### src/rtl/hzc_pkg.sv
// Package: shared format class encoding for the group hazard checker.
// Assumes a 3-bit class tag supplied by the decoder.
package hzc_pkg;
    typedef enum logic [2:0] {
        FMT_ADDREG = 3'd0,
        FMT_ADDIMM = 3'd1,
        FMT_MAC    = 3'd2,
        FMT_SHIFT  = 3'd3,
        FMT_LOAD   = 3'd4,
        FMT_STORE  = 3'd5,
        FMT_BRANCH = 3'd6,
        FMT_LOGIC  = 3'd7
    } fmt_e;

    localparam int FMT_W = 3;

    // True for classes executed by the integer ALUs
    function automatic logic is_alu(input fmt_e f);
        return (f == FMT_ADDREG) || (f == FMT_ADDIMM) || (f == FMT_MAC) ||
               (f == FMT_SHIFT)  || (f == FMT_LOGIC);
    endfunction
endpackage

### src/rtl/hzc_pair_rule.sv
// Module: hzc_pair_rule
// Evaluates one older/younger slot pair. It reports whether the younger slot
// reads the older slot's result (raw_o) and whether a same-cycle bypass is
// allowed for that pair (permit_o).
// Assumes register index ZERO_REG is the hard-wired zero register.
module hzc_pair_rule
    import hzc_pkg::*;
#(
    parameter int REGW = 5
) (
    input  logic            prod_wr,
    input  logic [REGW-1:0] prod_dst,
    input  fmt_e            prod_fmt,
    input  logic            prod_fwd,
    input  logic [REGW-1:0] cons_dst,
    input  logic [REGW-1:0] cons_srca,
    input  logic [REGW-1:0] cons_srcb,
    input  logic [REGW-1:0] cons_srcc,
    input  fmt_e            cons_fmt,
    output logic            raw_o,
    output logic            permit_o
);
    localparam logic [REGW-1:0] ZERO_REG = {REGW{1'b1}};

    logic hit_a, hit_b, hit_c;
    logic class_ok;

    // Match each consumer source; the addend only counts for three-source ops
    always_comb begin
        hit_a = (cons_srca != ZERO_REG) && (cons_srca == prod_dst);
        hit_b = (cons_srcb != ZERO_REG) && (cons_srcb == prod_dst);
        hit_c = (cons_fmt == FMT_MAC) && (cons_srcc != ZERO_REG) &&
                (cons_srcc == prod_dst);
        raw_o = prod_wr && (hit_a || hit_b || hit_c);
    end

    // Decide whether the class pair allows a one-hop same-cycle bypass
    always_comb begin
        class_ok = (prod_fmt == FMT_MAC) || (prod_fmt == FMT_SHIFT) ||
                   (cons_fmt == FMT_MAC) ||
                   ((cons_fmt == FMT_ADDIMM) && (cons_dst == ZERO_REG));
        permit_o = is_alu(prod_fmt) && is_alu(cons_fmt) && !prod_fwd && class_ok;
    end
endmodule

### src/rtl/hzc_slot_resolve.sv
// Module: hzc_slot_resolve
// Combines the pair results of one slot against all older slots into an
// issue decision and a forwarded flag. Assumes unused pair positions are 0.
module hzc_slot_resolve #(
    parameter int NSLOT = 8
) (
    input  logic             valid_i,
    input  logic             prev_issue_i,
    input  logic [NSLOT-1:0] raw_i,
    input  logic [NSLOT-1:0] permit_i,
    output logic             issue_o,
    output logic             fwd_o
);
    logic blocked;

    // A dependency without a permitted bypass blocks; any permitted one forwards
    always_comb begin
        blocked = |(raw_i & ~permit_i);
        issue_o = prev_issue_i && valid_i && !blocked;
        fwd_o   = !blocked && (|raw_i);
    end
endmodule

### src/rtl/hzc_group_top.sv
// Module: hzc_group_top
// Eight-wide in-order group hazard checker. It decides the issuable prefix of
// a decoded group with one-hop same-cycle ALU bypassing and registers the
// issue and forwarded masks. Assumes the slots are in program order, slot 0
// oldest.
module hzc_group_top
    import hzc_pkg::*;
#(
    parameter int NSLOT = 8,
    parameter int REGW  = 5
) (
    input  logic                   clk,
    input  logic                   rst_n,
    input  logic [NSLOT-1:0]       slot_valid,
    input  logic [NSLOT-1:0]       slot_wr,
    input  logic [NSLOT*REGW-1:0]  slot_dst,
    input  logic [NSLOT*REGW-1:0]  slot_srca,
    input  logic [NSLOT*REGW-1:0]  slot_srcb,
    input  logic [NSLOT*REGW-1:0]  slot_srcc,
    input  logic [NSLOT*FMT_W-1:0] slot_fmt,
    output logic [NSLOT-1:0]       issue_mask,
    output logic [NSLOT-1:0]       fwd_mask
);
    localparam logic [REGW-1:0] ZERO_REG = {REGW{1'b1}};

    logic [NSLOT-1:0] raw_m    [NSLOT];
    logic [NSLOT-1:0] permit_m [NSLOT];
    logic [NSLOT-1:0] issue_c;
    logic [NSLOT-1:0] fwd_c;

    genvar j, i;
    generate
        for (j = 0; j < NSLOT; j++) begin : g_cons
            for (i = 0; i < NSLOT; i++) begin : g_prod
                if (i < j) begin : g_pair
                    hzc_pair_rule #(.REGW(REGW)) pair_i (
                        .prod_wr   (slot_wr[i]),
                        .prod_dst  (slot_dst[i*REGW +: REGW]),
                        .prod_fmt  (fmt_e'(slot_fmt[i*FMT_W +: FMT_W])),
                        .prod_fwd  (fwd_c[i]),
                        .cons_dst  (slot_dst[j*REGW +: REGW]),
                        .cons_srca (slot_srca[j*REGW +: REGW]),
                        .cons_srcb (slot_srcb[j*REGW +: REGW]),
                        .cons_srcc (slot_srcc[j*REGW +: REGW]),
                        .cons_fmt  (fmt_e'(slot_fmt[j*FMT_W +: FMT_W])),
                        .raw_o     (raw_m[j][i]),
                        .permit_o  (permit_m[j][i])
                    );
                end else begin : g_none
                    assign raw_m[j][i]    = 1'b0;
                    assign permit_m[j][i] = 1'b0;
                end
            end

            if (j == 0) begin : g_head
                hzc_slot_resolve #(.NSLOT(NSLOT)) res_i (
                    .valid_i      (slot_valid[j]),
                    .prev_issue_i (1'b1),
                    .raw_i        (raw_m[j]),
                    .permit_i     (permit_m[j]),
                    .issue_o      (issue_c[j]),
                    .fwd_o        (fwd_c[j])
                );
            end else begin : g_tail
                hzc_slot_resolve #(.NSLOT(NSLOT)) res_i (
                    .valid_i      (slot_valid[j]),
                    .prev_issue_i (issue_c[j-1]),
                    .raw_i        (raw_m[j]),
                    .permit_i     (permit_m[j]),
                    .issue_o      (issue_c[j]),
                    .fwd_o        (fwd_c[j])
                );
            end
        end
    endgenerate

    // Register the decision; forwarded flags survive only for issued slots
    always_ff @(posedge clk) begin
        if (!rst_n) begin
            issue_mask <= '0;
            fwd_mask   <= '0;
        end else begin
            issue_mask <= issue_c;
            fwd_mask   <= fwd_c & issue_c;
        end
    end

    // Issue mask is a contiguous prefix from slot 0
    assert_prefix_R1: assert property (@(posedge clk) disable iff (!rst_n)
        ((issue_mask >> 1) & ~issue_mask) == '0);

    // A valid oldest slot always issues on the next edge
    assert_head_issue_R1: assert property (@(posedge clk) disable iff (!rst_n)
        slot_valid[0] |=> issue_mask[0]);

    // Forwarded flags only on issued slots, never on the oldest
    assert_fwd_issued_R9: assert property (@(posedge clk) disable iff (!rst_n)
        ((fwd_mask & ~issue_mask) == '0) && !fwd_mask[0]);

    // A load feeding slot 2 from slot 1 keeps slot 2 from issuing
    assert_load_stop_R3: assert property (@(posedge clk) disable iff (!rst_n)
        (slot_valid[2:0] == 3'b111 && slot_wr[1] &&
         slot_fmt[FMT_W +: FMT_W] == FMT_LOAD &&
         slot_dst[REGW +: REGW] != ZERO_REG &&
         slot_srca[2*REGW +: REGW] == slot_dst[REGW +: REGW])
        |=> !issue_mask[2]);
endmodule

### config.mk
export PLATFORM = sky130hd
export DESIGN_NAME = hzc_group_top
export DESIGN_NICKNAME = d
export VERILOG_FILES = /design/src/rtl/hzc_pkg.sv /design/src/rtl/hzc_pair_rule.sv /design/src/rtl/hzc_slot_resolve.sv /design/src/rtl/hzc_group_top.sv
export SDC_FILE = /design/constraint.sdc
export NUM_CORES = 1
export LEC_CHECK = 0
export CAP_MARGIN = 20
export CORE_MARGIN = 2
export CORE_UTILIZATION = 28
export CTS_BUF_LIST = sky130_fd_sc_hd__clkbuf_4 sky130_fd_sc_hd__clkbuf_8
export DETAILED_ROUTE_END_ITERATION = 6
export PLACE_DENSITY = 0.65
export SYNTH_ARGS = -nofsm -noshare
export SYNTH_HDL_FRONTEND = slang
export SYNTH_SLANG_ARGS = --single-unit
### constraint.sdc
create_clock -name clk -period 3.7 [get_ports clk]
set_input_delay 0.925 -clock clk [delete_from_list [all_inputs] [get_ports clk]]
set_output_delay 0.925 -clock clk [all_outputs]
set_load 0.03 [all_outputs]
==> impl_metrics.tcl <==
set metrics [dict create \
    cpLargestDelayFamily "compound AO/OA/AOI/OAI gates" \
    drt-vias-per-instance 5.13 \
    critPathRequiredTime_ns 3.86 \
    hold_path_class "in -> reg" \
    num_rows 58 \
    slowest_stage "or4_4" \
    slew_viol_final 0 \
    ys_seq_area_share_pct 4.24 \
    yosysMostFrequentCell "xnor2_1" \
    post-route-period-util_pct 100 \
    worst_path_largest_cell_delay_ns 0.57 \
    numCtsBuffers 3 \
    post_synth_instance_area_um2 7080 \
    grt_pass1_vias 8819 \
    syn_inst 991 \
    crit_buf_inv 1 \
    yosys_warnings 0 \
    hpwl_um 25300 \
    initial_core_util_pct 28.3 \
    drc_errors 0 \
    cts.sinks 15 \
    ys_top_cells_by_area "xnor2_1 31%, xor2_1 20%, nand3_1 7.2%" \
    ys.flop_type "dfxtp_1" \
    worstPathArrival_ns 3.86 \
    yosysTopAreaCell "xnor2_1" \
    yosys-top-cells-count "253 x xnor2_1, 164 x xor2_1, 102 x nand3_1, 79 x nor4_1, 62 x clkbuf_1" \
    h-tree-depth 1 \
    dp_slack_ns -0.570 \
    ys_async_sr_fraction_pct 0 \
    grt_usage_pct 23.0 \
    endpoint_kind "flop" \
    clock_path_buffers 2 \
    drtAntennaViolNets 0 \
    synth_cell_type_count 69 \
    drt-total-wl_um 31600 \
    dr.pass1.iters 5 \
    hold_buffers 0 \
    gr-total-overflow 0 \
    utilization_pct 47.5 \
    finalHoldViolCount 0 \
    grt_max_degree 16 \
    fin_nets 1581 \
    maxCapViolCount 0 \
    setup_viol 0 \
    p_leak_nw 4.66 \
    status "finished, final reports clean" \
    ir_drop_mv 0.127 \
    rsz0062_at_grt "yes" \
    fmax_ghz 0.270 \
    crit_chain "buf_6 -> and4_4 -> a211o_1 -> or4_4 -> a311o_1 -> o211ai_2 -> o211a_4 -> and3_4 -> nand4_4 -> a2111o_1 -> nor4_2" \
    grt_pass1_wl_um 48100 \
    io_pins 218 \
    dieArea_um2 26600 \
    cp_max_fo 3 \
    synth_seq_cells 15 \
    io_buffer_count 200 \
    drive_gt1_share_pct 26.9 \
    core_um2 25000 \
    setup_ws_ns 0.000891 \
    synth_fp_nets 1193 \
    antenna_found_initial 3 \
    synth-edff-count 0 \
    gp_congestion 0.951 \
    vias 8762 \
    die_w_um 163 \
    syn_area_per_cell_um2 7.15 \
    period_needed_ns 3.70 \
    cts_tree "done" \
    clock_tree.root_cell "clkbuf_8" \
    power_density_nw_per_um2 142 \
    wl_per_cell_um 18.5 \
    synth_top_area_share_pct 31.3 \
    area_growth_pct 67.8 \
    die_height_um 163 \
    drt_iter0_drc 637 \
    startpoint_type "input port" \
    clk_pin_slew_ns 0.06 \
    critical_path_class "in -> reg" \
]
sequential cells by signal, summed over array words and instances (netlist names):
signal and cells:
fwd_mask 7, issue_mask 8
per-layer routing:
metal	GRT usage [%]	routed length (um)	vias to the layer above	part of all wire, %
li1	-	-	4203	-
met1	27.8	12900	4153	41
met5	0	27	-	0.085
met3	4.55	2440	66	7.7
met2	41.4	15400	336	49
met4	5.75	792	4	2.5
worst paths after layout:
| check | to | depth (start not counted) | from | slack [ns] |
|---|---|---|---|---|
| setup / recovery | fwd_mask[7] | 11 | slot_srcc[11] | 0.0009 |
| hold / removal | issue_mask[0] | 2 | rst_n | 1.27 |
placed cells by master, fill, tap and decap left out, types with 9 or more instances in the layout:
cell / Yosys / routed
nor2_1: 30 / 27
nor4_1: 79 / 69
xor2_1: 164 / 160
o31a_1: 11 / 11
o31ai_1: 18 / 14
nand2b_1: 12 / 10
nand2_1: 42 / 41
buf_12: 0 / 12
dfxtp_1: 15 / 15
dlygate4sd2_1: 0 / 16
nor4_2: 1 / 9
a21oi_1: 16 / 14
buf_4: 1 / 261
buf_6: 0 / 18
nand3_1: 102 / 102
dlymetal6s2s_1: 0 / 16
o21ai_0: 13 / 12
xnor2_1: 253 / 246
inv_1: 10 / 10
clkdlybuf4s50_1: 0 / 157
nand4_1: 13 / 13
final cells by class:
type | instances | area (um^2)
Inverter | 10 | 37.5
Timing Repair Buffer | 493 | 4420
Fill cell | 2412 | 13200
Tap cell | 330 | 413
Antenna cell | 1 | 2.50
Clock buffer | 3 | 41.3
Clock inverter | 1 | 5.00
Multi-Input combinational cell | 856 | 6670
Sequential cell | 15 | 300
report_power, final:
part | switching, mW | internal, mW | total (mW)
sequential | 0.000485 | 0.164 | 0.164
clock | 0.0560 | 0.0744 | 0.130
combinational | 0.659 | 0.739 | 1.40
total | 0.715 | 0.977 | 1.69
per-stage QoR:
stage               cells  hold WS, ns  instance area, um^2  TNS [ns]  power (mW)
detailed placement   1680         1.53                11200     -2.51        1.48
global placement     1680         1.53                11200     -2.08        1.45
finish               1709         1.27                11900         0        1.69
CTS                  1696         1.26                11500         0        1.64
global route         1709         1.29                11900    -0.172        1.80
floorplan             991         1.06                 7080         0       0.858
logic make-up (layout without fill, tap and decap cells):
kind of cell	after synthesis	after routing	synth area share [%]
compound gates	119	119	12.6
simple gates	319	319	24.6
buf+inv	120	507	6.92
flops	15	15	4.24
other cells	1	2	0.0529
xor+xnor	417	417	51.6
timing repair:
action                                  CTS  global route
cloned                                    1             0
pin swaps                                25            36
endpoints found under the setup margin    4             4
setup buffers                            11            16
gates resized for setup                  66            87
Note: power is estimated with default switching activity, not from simulation.
